### src/rtl/dfu_pkg.sv
package dfu_pkg;
  localparam int DESC_W = 64;
  localparam int FAULT_W = 6;
  localparam logic [FAULT_W-1:0] FAULT_NONE = '0;
  localparam logic [FAULT_W-1:0] FAULT_EXT_ABORT = 6'h10;

  typedef enum logic [2:0] {
    ACC_NORMAL     = 3'd0,
    ACC_ATOMIC_RW  = 3'd1,
    ACC_ORDER_RW   = 3'd2,
    ACC_ORDER_ARW  = 3'd3,
    ACC_XLATE      = 3'd4,
    ACC_CMAINT     = 3'd5,
    ACC_CMAINT_UNP = 3'd6,
    ACC_IFETCH     = 3'd7
  } accType_e;

  typedef enum logic [2:0] {
    ST_IDLE, ST_READ, ST_MODIFY, ST_WRITE, ST_DONE
  } fsmState_e;

  typedef struct packed {
    logic latchCtx;
    logic captureRead;
    logic applyMod;
    logic markAbort;
  } dpStrobes_t;
endpackage

### src/rtl/dfu_decide.sv
module dfu_decide
  import dfu_pkg::*;
(
  input  logic               afEligible,
  input  logic               apEligible,
  input  logic [FAULT_W-1:0] faultIn,
  input  logic [2:0]         accType,
  input  logic               isWrite,
  input  logic               s2ForS1Walk,
  input  logic               walkUpdate,
  input  logic               afAnyway,
  input  logic [1:0]         exLevel,
  input  logic               endianEl3,
  input  logic               endianEl2,
  input  logic               endianEl1,
  output logic               doAf,
  output logic               doAp,
  output logic               needUpdate,
  output logic               reverse
);
  logic noFault;
  logic rmwType;
  logic noDirtyType;
  logic writePerm;

  always_comb begin
    noFault     = (faultIn == FAULT_NONE);
    rmwType     = (accType == ACC_ATOMIC_RW) || (accType == ACC_ORDER_RW) ||
                  (accType == ACC_ORDER_ARW);
    noDirtyType = (accType == ACC_XLATE) || (accType == ACC_CMAINT) ||
                  (accType == ACC_CMAINT_UNP);
    writePerm   = (isWrite || rmwType) && !s2ForS1Walk;
    doAf        = afEligible && (noFault || afAnyway);
    doAp        = apEligible && noFault && ((writePerm && !noDirtyType) || walkUpdate);
    needUpdate  = doAf || doAp;
    case (exLevel)
      2'd3:    reverse = endianEl3;
      2'd2:    reverse = endianEl2;
      default: reverse = endianEl1;
    endcase
  end
endmodule

### src/rtl/dfu_ctrl.sv
module dfu_ctrl
  import dfu_pkg::*;
(
  input  logic       clk,
  input  logic       rstN,
  input  logic       start,
  input  logic       needUpdate,
  input  logic       memReqReady,
  input  logic       memRspValid,
  input  logic       memRspErr,
  output logic       ready,
  output logic       memReqValid,
  output logic       memReqWrite,
  output logic       memLock,
  output logic       doneValid,
  output dpStrobes_t strobes
);
  fsmState_e state, stateNext;
  logic issued;

  always_comb begin
    stateNext = state;
    strobes   = '0;
    unique case (state)
      ST_IDLE: if (start) begin
        strobes.latchCtx = 1'b1;
        stateNext = needUpdate ? ST_READ : ST_DONE;
      end
      ST_READ: if (memRspValid && issued) begin
        if (memRspErr) begin
          strobes.markAbort = 1'b1;
          stateNext = ST_DONE;
        end else begin
          strobes.captureRead = 1'b1;
          stateNext = ST_MODIFY;
        end
      end
      ST_MODIFY: begin
        strobes.applyMod = 1'b1;
        stateNext = ST_WRITE;
      end
      ST_WRITE: if (memRspValid && issued) begin
        strobes.markAbort = memRspErr;
        stateNext = ST_DONE;
      end
      ST_DONE: stateNext = ST_IDLE;
      default: stateNext = ST_IDLE;
    endcase
  end

  always_ff @(posedge clk) begin
    if (!rstN) begin
      state  <= ST_IDLE;
      issued <= 1'b0;
    end else begin
      state <= stateNext;
      if (memReqValid && memReqReady) issued <= 1'b1;
      else if (memRspValid) issued <= 1'b0;
    end
  end

  always_comb begin
    ready       = (state == ST_IDLE);
    memReqValid = ((state == ST_READ) || (state == ST_WRITE)) && !issued;
    memReqWrite = (state == ST_WRITE);
    memLock     = (state == ST_READ) || (state == ST_MODIFY) || (state == ST_WRITE);
    doneValid   = (state == ST_DONE);
  end


  skip_done_chk: assert property (@(posedge clk) disable iff (!rstN)
    (ready && start && !needUpdate) |=> (doneValid && !memReqValid));

  done_pulse_chk: assert property (@(posedge clk) disable iff (!rstN)
    doneValid |=> !doneValid);

  req_hold_chk: assert property (@(posedge clk) disable iff (!rstN)
    (memReqValid && !memReqReady) |=> (memReqValid && $stable(memReqWrite)));

  req_locked_chk: assert property (@(posedge clk) disable iff (!rstN)
    memReqValid |-> memLock);
endmodule

### src/rtl/dfu_datapath.sv
module dfu_datapath
  import dfu_pkg::*;
#(
  parameter int ADDR_W = 48,
  parameter int AF_BIT = 10,
  parameter int AP_BIT = 7
) (
  input  logic               clk,
  input  logic               rstN,
  input  dpStrobes_t         strobes,
  input  logic [ADDR_W-1:0]  descAddr,
  input  logic [FAULT_W-1:0] faultIn,
  input  logic               doAf,
  input  logic               doAp,
  input  logic               secondStage,
  input  logic               reverse,
  input  logic [DESC_W-1:0]  memRspData,
  input  logic               memReqValid,
  input  logic               memReqWrite,
  output logic [ADDR_W-1:0]  memReqAddr,
  output logic [DESC_W-1:0]  memReqWdata,
  output logic [FAULT_W-1:0] doneFault
);
  localparam int NBYTES = DESC_W / 8;

  logic [ADDR_W-1:0]  addrReg;
  logic [FAULT_W-1:0] faultReg;
  logic               afReg, apReg, secReg, revReg;
  logic [DESC_W-1:0]  descReg;
  logic [DESC_W-1:0]  rdSwap, wrSwap;

  for (genvar b = 0; b < NBYTES; b++) begin : g_swap
    assign rdSwap[8*b +: 8] = memRspData[8*(NBYTES-1-b) +: 8];
    assign wrSwap[8*b +: 8] = descReg[8*(NBYTES-1-b) +: 8];
  end

  always_ff @(posedge clk) begin
    if (!rstN) begin
      addrReg  <= '0;
      faultReg <= FAULT_NONE;
      afReg    <= 1'b0;
      apReg    <= 1'b0;
      secReg   <= 1'b0;
      revReg   <= 1'b0;
      descReg  <= '0;
    end else begin
      if (strobes.latchCtx) begin
        addrReg  <= descAddr;
        faultReg <= faultIn;
        afReg    <= doAf;
        apReg    <= doAp;
        secReg   <= secondStage;
        revReg   <= reverse;
      end
      if (strobes.captureRead) descReg <= revReg ? rdSwap : memRspData;
      if (strobes.applyMod) begin
        if (afReg) descReg[AF_BIT] <= 1'b1;
        if (apReg) descReg[AP_BIT] <= secReg;
      end
      if (strobes.markAbort) faultReg <= FAULT_EXT_ABORT;
    end
  end

  assign memReqAddr  = addrReg;
  assign memReqWdata = revReg ? wrSwap : descReg;
  assign doneFault   = faultReg;


  af_bit_chk: assert property (@(posedge clk) disable iff (!rstN)
    (memReqValid && memReqWrite && afReg && !revReg) |-> memReqWdata[AF_BIT]);

  ap_bit_chk: assert property (@(posedge clk) disable iff (!rstN)
    (memReqValid && memReqWrite && apReg && !revReg) |-> (memReqWdata[AP_BIT] == secReg));
endmodule

### src/rtl/desc_flag_updater.sv
module desc_flag_updater
  import dfu_pkg::*;
#(
  parameter int ADDR_W = 48
) (
  input  logic               clk,
  input  logic               rstN,
  input  logic               start,
  output logic               ready,
  input  logic               afEligible,
  input  logic               apEligible,
  input  logic [FAULT_W-1:0] faultIn,
  input  logic [2:0]         accType,
  input  logic               isWrite,
  input  logic               secondStage,
  input  logic               s2ForS1Walk,
  input  logic               walkUpdate,
  input  logic               afAnyway,
  input  logic [1:0]         exLevel,
  input  logic               endianEl3,
  input  logic               endianEl2,
  input  logic               endianEl1,
  input  logic [ADDR_W-1:0]  descAddr,
  output logic               memReqValid,
  input  logic               memReqReady,
  output logic               memReqWrite,
  output logic [ADDR_W-1:0]  memReqAddr,
  output logic [DESC_W-1:0]  memReqWdata,
  output logic               memLock,
  input  logic               memRspValid,
  input  logic               memRspErr,
  input  logic [DESC_W-1:0]  memRspData,
  output logic               doneValid,
  output logic [FAULT_W-1:0] doneFault
);
  logic doAf, doAp, needUpdate, reverse;
  dpStrobes_t strobes;

  dfu_decide u_decide (
    .afEligible(afEligible), .apEligible(apEligible), .faultIn(faultIn),
    .accType(accType), .isWrite(isWrite), .s2ForS1Walk(s2ForS1Walk),
    .walkUpdate(walkUpdate), .afAnyway(afAnyway), .exLevel(exLevel),
    .endianEl3(endianEl3), .endianEl2(endianEl2), .endianEl1(endianEl1),
    .doAf(doAf), .doAp(doAp), .needUpdate(needUpdate), .reverse(reverse)
  );

  dfu_ctrl u_ctrl (
    .clk(clk), .rstN(rstN), .start(start), .needUpdate(needUpdate),
    .memReqReady(memReqReady), .memRspValid(memRspValid), .memRspErr(memRspErr),
    .ready(ready), .memReqValid(memReqValid), .memReqWrite(memReqWrite),
    .memLock(memLock), .doneValid(doneValid), .strobes(strobes)
  );

  dfu_datapath #(.ADDR_W(ADDR_W)) u_dp (
    .clk(clk), .rstN(rstN), .strobes(strobes), .descAddr(descAddr),
    .faultIn(faultIn), .doAf(doAf), .doAp(doAp), .secondStage(secondStage),
    .reverse(reverse), .memRspData(memRspData), .memReqValid(memReqValid),
    .memReqWrite(memReqWrite), .memReqAddr(memReqAddr),
    .memReqWdata(memReqWdata), .doneFault(doneFault)
  );


  af_rule_chk: assert property (@(posedge clk) disable iff (!rstN)
    doAf |-> (afEligible && ((faultIn == FAULT_NONE) || afAnyway)));

  ap_rule_chk: assert property (@(posedge clk) disable iff (!rstN)
    doAp |-> (apEligible && (faultIn == FAULT_NONE)));
endmodule

### config.mk
export PLATFORM = sky130hd
export DESIGN_NAME = desc_flag_updater
export DESIGN_NICKNAME = d
export VERILOG_FILES = /design/src/rtl/dfu_pkg.sv /design/src/rtl/dfu_decide.sv /design/src/rtl/dfu_ctrl.sv /design/src/rtl/dfu_datapath.sv /design/src/rtl/desc_flag_updater.sv
export SDC_FILE = /design/constraint.sdc
export NUM_CORES = 1
export LEC_CHECK = 0
export BUFFER_PORTS_ARGS = -buffer_cell sky130_fd_sc_hd__buf_2
export CORE_ASPECT_RATIO = 0.7
export CORE_MARGIN = 8
export CORE_UTILIZATION = 32
export DETAILED_ROUTE_END_ITERATION = 12
export PLACE_DENSITY = 0.66
export SYNTH_ARGS = -nofsm -noshare
export SYNTH_HDL_FRONTEND = slang
export SYNTH_SLANG_ARGS = --single-unit
### constraint.sdc
create_clock -name clk -period 1.9 [get_ports clk]
set_input_delay 0.095 -clock clk [delete_from_list [all_inputs] [get_ports clk]]
set_output_delay 0.095 -clock clk [all_outputs]
set_load 0.02 [all_outputs]
* After elaboration in Yosys (flattened, before gate mapping) *
Cells that the tools add are included.

operators by class
  eq/ne operators = 15
  mux-type cells = 28
  bitwise logic cells = 1
  reduce and logical (&&, ||, !) cells = 28

operators by type and width
  kind                                                 number
  2-to-1 mux 64 bit                                    2
  2-to-1 mux 1 bit                                     15
  2-to-1 mux 3 bit                                     5
  equality test 3 x 2 -> 1 bit, second input constant  4
  equality test 3 bit, second input constant           4
  case mux 3 bit (4 select lines)                      1
  logical OR 1 bit                                     11
  2-to-1 mux 11 bit                                    1
  2-to-1 mux 5 bit                                     2
  logical AND 1 bit                                    8
  equality test 3 x 1 -> 1 bit, second input constant  2
  zero test 6 bit                                      1
  equality test 2 bit, second input constant           2
  != test 2 x 1 -> 1 bit, second input constant        2
  case mux 1 bit (2 select lines)                      2
  nonzero test 2 bit                                   2
  zero test 1 bit                                      3
  zero test 3 bit                                      1
  AND reduction 3 bit                                  1
  != test 2 bit, second input constant                 1
  OR reduction 2 bit                                   1
  inverter 1 bit                                       1

word-level totals
  flip-flop bits (word level) = 126
  input port bits = 139
  logic and storage cells = 83

* Depth between registers and ports, before layout *
Gate-level depths: netlist of run 1.

  depth after elaboration = 12
  depth in mapped cells = 8
  depth with buffers taken out = 4

* By module *
A second synthesis of run 1 with hierarchy kept.

unflattened totals
  cell total of the unflattened synthesis = 597
  area total of the unflattened synthesis = 6397.4 um^2

by module, submodules not included
  module        instances  cells an instance  area an instance (um^2)  seq. area each (um^2)
  dfu_datapath  1          547                6023.3                   2442.3
  dfu_ctrl      1          34                 269.0                    80.1
  dfu_decide    1          16                 105.1                    0.0

* Worst setup path before layout of run 1 *
OpenSTA, ideal clock, no wires.

  path kind = reg2reg
  start = reg u_ctrl.state[2]
  end = reg u_dp.addrReg[31], in the netlist u_dp.memReqAddr[31]
  setup time = 0.070 ns
  arrival time = 1.675 ns
  data required time = 1.830 ns
  setup slack = 0.155 ns
  cell stages (with the launch flop) = 9
  path buffers = 4
  clock period less this slack = 1.745 ns
  cells stage by stage = dfxtp_1 -> buf_2 -> nor3_2 -> and2_1 -> clkbuf_1 -> buf_2 -> buf_4 -> nand2_1 -> a21oi_1

on the way
  cells in the longest elaborated chain, start to end = 2

RTL lines
  element                 line                    RTL
  start, declared         dfu_ctrl.sv:18          fsmState_e state, stateNext;
  start signal, assigned  dfu_ctrl.sv:56          state <= stateNext;
  zero test 3 bit         n/a
  via ready               desc_flag_updater.sv:9  output logic ready,
  2-to-1 mux 1 bit        dfu_ctrl.sv:24          unique case (state)
  end signal, assigned    dfu_datapath.sv:48      addrReg <= descAddr;
  end, declared           dfu_datapath.sv:26      logic [ADDR_W-1:0] addrReg;

The timed path passes the listed nets, and every way through them passes these cells.
A chain may end at the register's enable or synchronous reset.

* Worst setup path in the final report of run 1 *
  start = reg u_dp.revReg
  end = out memReqWdata[36]

on the way
  cells in the longest elaborated chain, start to end = 1

RTL lines
  element                 line                     RTL
  start, declared         dfu_datapath.sv:28       logic afReg, apReg, secReg, revReg;
  start signal, assigned  dfu_datapath.sv:53       revReg <= reverse;
  2-to-1 mux 64 bit       dfu_datapath.sv:65       assign memReqWdata = revReg ? wrSwap : descReg;
  end, declared           desc_flag_updater.sv:28  output logic [DESC_W-1:0] memReqWdata,

Every way passes these cells.

==> results of run 1 <==
## critical path, stage by stage, from the launching register on
cell,delay (ns)
dfxtp_4,0.47
buf_12,0.25
mux2_2,0.37
buf_2,0.16
## cell families after synthesis
| logic type | after synthesis |
|---|---|
| simple gates | 212 |
| buf+inv | 57 |
| compound gates | 136 |
| flops | 126 |
| mux | 132 |
## cells in the final DEF, fill, tap and decap left out, drive strengths merged, types with 2 or more instances in the layout
cell type,Yosys,final
mux2i,66,66
nand2b,2,2
o22ai,2,2
buf,22,277
o21ai,2,2
nor3,2,2
bufinv,0,4
dfxtp,126,126
nor4,2,2
nand2,185,185
inv,1,5
nor2,8,8
clkinvlp,0,2
a21boi,5,5
clkbuf,34,18
and2,4,4
nor2b,3,3
clkinv,0,4
o211a,62,62
nand4,2,2
mux2,66,66
a21oi,57,57
dlygate4sd3,0,59
## report_power, final
| group | switching (uW) | internal, uW |
|---|---|---|
| registers | 83.1 | 2760 |
| clock network | 1250 | 2260 |
| logic | 712 | 574 |
| total | 2040 | 5590 |
## registers in the layout (all words and copies together), names as in the netlist
register	flops
u_dp.afReg	1
u_dp.secReg	1
u_ctrl.issued	1
u_dp.apReg	1
u_dp.descReg	64
u_dp.doneFault	6
u_ctrl.state	3
u_dp.revReg	1
u_dp.memReqAddr	48
## metal layers
layer	global-route usage [%]	routed length, um
met1	18.9	8470
met2	23.9	8390
met3	7.10	1960
met4	4.21	232
met5	0	0
## worst max-delay path by stage
| stage | start | endpoint | slack [ns] |
|---|---|---|---|
| detailed placement | u_ctrl.state[0] | u_dp.descReg[17] | 0.21 |
| global route | u_ctrl.state[2] | u_dp.revReg | -0.02 |
| global placement | u_ctrl.state[0] | u_dp.descReg[17] | 0.28 |
| finish | u_dp.revReg | memReqWdata[36] | 0.11 |
| CTS | u_ctrl.state[2] | u_dp.revReg | 0.02 |
| floorplan | u_ctrl.state[2] | u_dp.memReqAddr[31] | 0.15 |
## layout make-up
type	count	area share, %
Multi-Input combinational cell	480	37.2
Timing Repair Buffer	336	23.9
Clock buffer	18	4.92
Tap cell	242	3.39
Sequential cell	126	28.3
Inverter	1	0.0420
Clock inverter	14	2.30
## stage by stage
step	hold WS (ns)	instances	util, %	setup TNS [ns]	area (um^2)
2_1_floorplan	0.231	663	-	0	6070
3_3_place_gp	0.335	1124	40.9	0	7670
3_5_place_dp	0.340	1124	40.9	0	7670
4_1_cts	0.0175	1215	47.5	0	8900
5_1_grt	0.0329	1217	47.6	-0.0182	8930
6_report	0.0461	1217	47.6	0	8930
## repair_timing
| action | in CTS | in global routing |
|---|---|---|
| hold buffers | 59 | 0 |
| hold endpoints to repair | 58 | 0 |
| resized for setup | 0 | 3 |
| endpoints found under the setup margin | 0 | 1 |
| buffers inserted | 0 | 2 |
==> out/summary.txt, run 1 <==
reg2reg end - u_dp.revReg
largest family of logic cells by synthesized area - multiplexers
transition time of the tightest slew-check pin - 0.661 ns
Max-Cap Viols - 0
hold worst-path end - u_dp.descReg[24]
Synth top cells by count - nand2_1 (185), dfxtp_1 (126), mux2_2 (66), mux2i_1 (66), o211a_1 (62)
clk sink count - 126
peak supply drop - 0.000535 V
GPL Wtd Cong - 0.767
Max Clk Rate - 558 MHz
WL per Instance - 15.6 um
crit start category - register
Post-synth top flop - dfxtp_1
skew final - 0.0109 ns
HPWL Detailed - 13.2 mm
die area - 23,700 um^2
DRT iter0 DRCs - 277
overall routed net length - 19.0 mm
layout filler cell count - 1,766
H-tree levels - 4
synthesized flop and latch total - 126
Rows - 42
Hold Fails Final Rpt - 0
gr ovfl total - 0
Leakage - 0.00476 uW
clk_lat worst skew - 0.41 ns
area of the multi-input gates - 3320 um^2
status - finished clean
Hold Startpoint - memRspData[24]
Mapped Area - 6070 um^2
number of synthesized flops with an enable pin - 0
Total Nets Final - 1,101
initial antenna violation count - 0
IO Count - 262
first-pass GRT wire length - 30.5 mm
fin crit share - 94.2%
clock root cell - clkbuf_16
die height - 131 um
via/cell ratio - 4.90
Reg-to-Reg Start - u_ctrl.state[0]
core area - 18,800 um^2
Post-Place Worst Slack - 0.211 ns
Port Buf Inserts - 261
adder-cell share of the synthesized area - 0%
DRC viols - 0
reg-to-reg slack, setup - 0.14 ns
DR pass1 iterations - 4
crit path DAT - 1.70 ns
clk buf depth - 2
CTS tree - done
most frequent cell after synthesis - nand2_1
worst rel slew slack - 55.4%
crit path kind - reg -> out
Synth Area in Compound Gates - 17.0%
Critical Path RT - 1.80 ns
unique cell type count in the Yosys netlist - 37
asr flop ratio synth - 0%
Syn Area/Cell - 9.16 um^2
area grow syn2layout - 47.0%
Final min period - 1.79 ns
Slew Limit Fails - 0
Yosys top cell area share - 41.5%
syn_nets - 802
hold crit path type - in -> reg
worst r2r path cells - 5
post-route setup slack - 0.109 ns
Synth area leaders - dfxtp_1 (42%), mux2_2 (12%), nand2_1 (11%)
CTS Buf Count - 17
Synth Area in Simple Gates - 14.4%
fraction of layout cells with a size suffix above 1 - 39.3%
WHS Path Cells - 4
Syn. warnings - 0
post-synthesis cell count - 663
PD cells - 855 nW/um^2
vias in the first global route - 5,926
post-synth top area cell - dfxtp_1
Critical Path End Type - primary output
Setup-failing EPs final - 0
# diodes - 0
clk slew on worst S/H paths - 0.06 ns
XOR/XNOR share of the synthesized area - 0%
total vias in the final route - 5,963
Reg area - 2530 um^2
Die Width - 181 um
Critical Path Fanout Max - 35
Initial Util - 32.4%
Total Power - 7630 uW
mux contribution to synthesized area - 23.1%
sequential cell area fraction in the yosys report - 41.5%
antenna-violating nets left - 0
largest net degree at the start of global routing - 70
Overall Global Routing Usage - 15.4%
Note: power is estimated with default switching activity, not from simulation.
==> run 2, diff against run 1 <==
--- a/config.mk
+++ b/config.mk
@@ -5,6 +5,7 @@
 export SDC_FILE = /design/constraint.sdc
 export NUM_CORES = 1
 export LEC_CHECK = 0
+export ABC_AREA = 1
 export BUFFER_PORTS_ARGS = -buffer_cell sky130_fd_sc_hd__buf_2
 export CORE_ASPECT_RATIO = 0.7
 export CORE_MARGIN = 8
==> out/summary.txt, run 2 <==
status - finished clean
Setup-failing EPs final - 0 (unchanged)
Max Clk Rate - 564 MHz (+1.1%)
number of synthesized flops with an enable pin - 0 (unchanged)
crit path DAT - 2.13 ns (+0.43 ns)
clk_lat worst skew - 0.41 ns (about the same)
antenna-violating nets left - 0 (unchanged)
H-tree levels - 4 (unchanged)
Total Power - 8440 uW (+11%)
sequential cell area fraction in the yosys report - 43.6% (+2.0 points)
DRT iter0 DRCs - 410 (+48%)
CTS Buf Count - 17 (unchanged)
Yosys top cell area share - 43.6% (+2.0 points)
die area - 22,700 um^2 (-4.2%)
vias in the first global route - 6,685 (+13%)
Syn. warnings - 0 (unchanged)
Hold Fails Final Rpt - 0 (unchanged)
Syn Area/Cell - 6.77 um^2 (-26%)
fraction of layout cells with a size suffix above 1 - 26.5% (-13 points)
GPL Wtd Cong - 0.775 (+1.0%)
skew final - 0.00731 ns (-0.00357 ns)
hold crit path type - in -> reg
Most flops, register - u_dp.descReg
Die Width - 177 um (-2.2%)
Final Util - 51.6% (+4.0 points)
WL per Instance - 13.9 um (-11%)
critical path, cell by cell - inv_2 > nand2_2 > nor2_4 > nand3_4 > clkinv_8 > o21ai_0 > a31oi_1 > dlygate4sd3_1
PD cells - 916 nW/um^2 (+7.1%)
worst rel slew slack - 68.0% (+13 points)
fin crit share - 93.2% (-1.0 points)
most frequent cells in the layout - nand2_1 (322), buf_2 (261), dfxtp_1 (124)
RSZ-0062 raised after global routing - no
Slew Limit Fails - 0 (unchanged)
asr flop ratio synth - 0% (unchanged)
HPWL Detailed - 14.0 mm (+6.4%)
DRC viols - 0 (unchanged)
crit path kind - reg -> reg
most frequent cell after synthesis - nand2_1
Critical Path End Type - register
NetSw - 2550 uW (+25%)
Synth top cells by count - nand2_1 (322), dfxtp_1 (126), o21ai_0 (124), a21oi_1 (62), a31oi_1 (62)
Overall Global Routing Usage - 17.5% (+2.1 points)
IO Count - 262 (unchanged)
Buf/Inv on CP - 3 (+1)
syn_nets - 994 (+24%)
TNS Setup - 0 ns (unchanged)
Synth area leaders - dfxtp_1 (44%), nand2_1 (21%), o21ai_0 (11%)
clk buf depth - 2 (unchanged)
Max-Cap Viols - 0 (unchanged)
transition time of the tightest slew-check pin - 0.477 ns (-0.184 ns)
gr ovfl total - 0 (unchanged)
post-synthesis cell count - 855 (+29%)
die height - 129 um (-2.1%)
Sw Ratio - 30.2% (+3.4 points)
Initial Util - 32.4% (+0.057 points)
area grow syn2layout - 59.1%
Leakage - 0.00424 uW (-11%)
DR pass1 iterations - 4 (unchanged)
CP max stage cell - dlygate4sd3_1
clk sink count - 126 (unchanged)
CP peak stage delay - 0.57 ns (+0.10 ns)
Critical Path Fanout Max - 22 (-37%)
Final min period - 1.77 ns (-0.0190 ns)
post-synth top area cell - dfxtp_1
via/cell ratio - 4.69 (-4.3%)
top cell family by delay on the critical path - buffers and inverters
CTS tree - done
Clk pwr share - 43.1% (-2.8 points)
Mapped Area - 5790 um^2 (-4.7%)
non-filler instance count after layout - 1,463 (+20%)
unique cell type count in the Yosys netlist - 28 (-24%)
first-pass GRT wire length - 32.8 mm (+7.6%)
internal power - 5900 uW (+5.5%)
leading cell type in the layout, fill and taps excluded - nand2_1
largest net degree at the start of global routing - 72 (+2.9%)
initial antenna violation count - 1 (+1)
synthesized flop and latch total - 126 (unchanged)
Total Nets Final - 1,350 (+23%)
Largest register FFs - 64 (unchanged)
clock root cell - clkbuf_16
clk slew on worst S/H paths - 0.06 ns (about the same)
Comb power frac - 22.3% (+5.5 points)
Port Buf Inserts - 261 (unchanged)
Rows - 41 (-2.4%)
core area - 17,900 um^2 (-4.8%)
overall routed net length - 20.3 mm (+6.8%)
placed cell count - 1,305 (+16%)
Critical Path RT - 2.26 ns (+0.46 ns)
crit start category - register
Flop pwr share - 34.6% (-2.6 points)
Post-synth top flop - dfxtp_1
peak supply drop - 0.000468 V (-12%)
total vias in the final route - 6,857 (+15%)
[run 2: cell types whose count changed in the layout (fill, tap and decap cells not counted), moves of 5 or more]
cell	delta
nand3_1	+5
o21ai_0	+121
a31oi_1	+61
mux2_2	-66
inv_1	+47
dlygate4sd3_1	+64
nand2_1	+138
mux2i_1	-66
buf_4	+5
a21oi_1	+5
o211a_1	-62
o21ai_1	+12
[run 2: area by class of cell]
class | count | area, um^2
Antenna cell | 3 | 7.51
Clock buffer | 17 | 425
Clock inverter | 15 | 233
Fill cell | 1693 | 8640
Inverter | 53 | 213
Multi-Input combinational cell | 610 | 2760
Sequential cell | 126 | 2530
Tap cell | 236 | 295
Timing Repair Buffer | 403 | 2760
[run 2: what timing repair did]
item	4_1_cts	5_1_grt
buffers inserted	0	0
hold buffers	123	0
endpoints found under the hold margin	119	0
resized for setup	1	5
setup endpoints to repair	1	6
[run 2: tightest hold or removal path: cells and delay by family]
kind	cells	cell delay, ns
buf+inv	1	0.11
compound gates	2	0.21
[run 2: metal layers]
metal  part of all wire [%]  track usage [%]
met3                    7.2             6.00
met2                     47             28.3
met1                     44             21.5
met4                    1.9             5.91
met5                      0                0
[run 2: power groups by stage]
stage               logic, uW  clock network, uW  registers, uW
floorplan                 921                  0           3130
finish                   1880               3640           2920
global placement         1670                  0           2970
CTS                      1890               3720           2920
global route             2080               3850           2950
detailed placement       1690                  0           2980
[run 2: cells by family after synthesis]
logic type,share of synthesized area [%]
AOI/OAI and AO/OA,24.1
and+or+nand+nor,23.4
buffers and inverters,8.86
DFF,43.6
[run 2: final timing paths]
check / startpoint / to / slack (ns) / cells past startpoint
worst max-delay path: u_ctrl.state[2] / u_dp.descReg[34] / 0.13 / 8
worst min-delay path: memRspErr / u_ctrl.state[2] / 0.05 / 3
worst max register to register: u_ctrl.state[2] / u_dp.descReg[34] / 0.13 / 8
worst min register to register: u_dp.memReqAddr[30] / u_dp.memReqAddr[30] / 0.46 / 2
[run 2: through the flow]
stage	instance area, um^2	setup slack, ns	hold slack (ns)
6_report	9220	0.128	0.0463
5_1_grt	9210	0.0104	0.0507
4_1_cts	9190	0.0314	0.0197
3_5_place_dp	7300	0.228	0.348
3_3_place_gp	7300	0.314	0.341
2_1_floorplan	5790	0.536	0.239
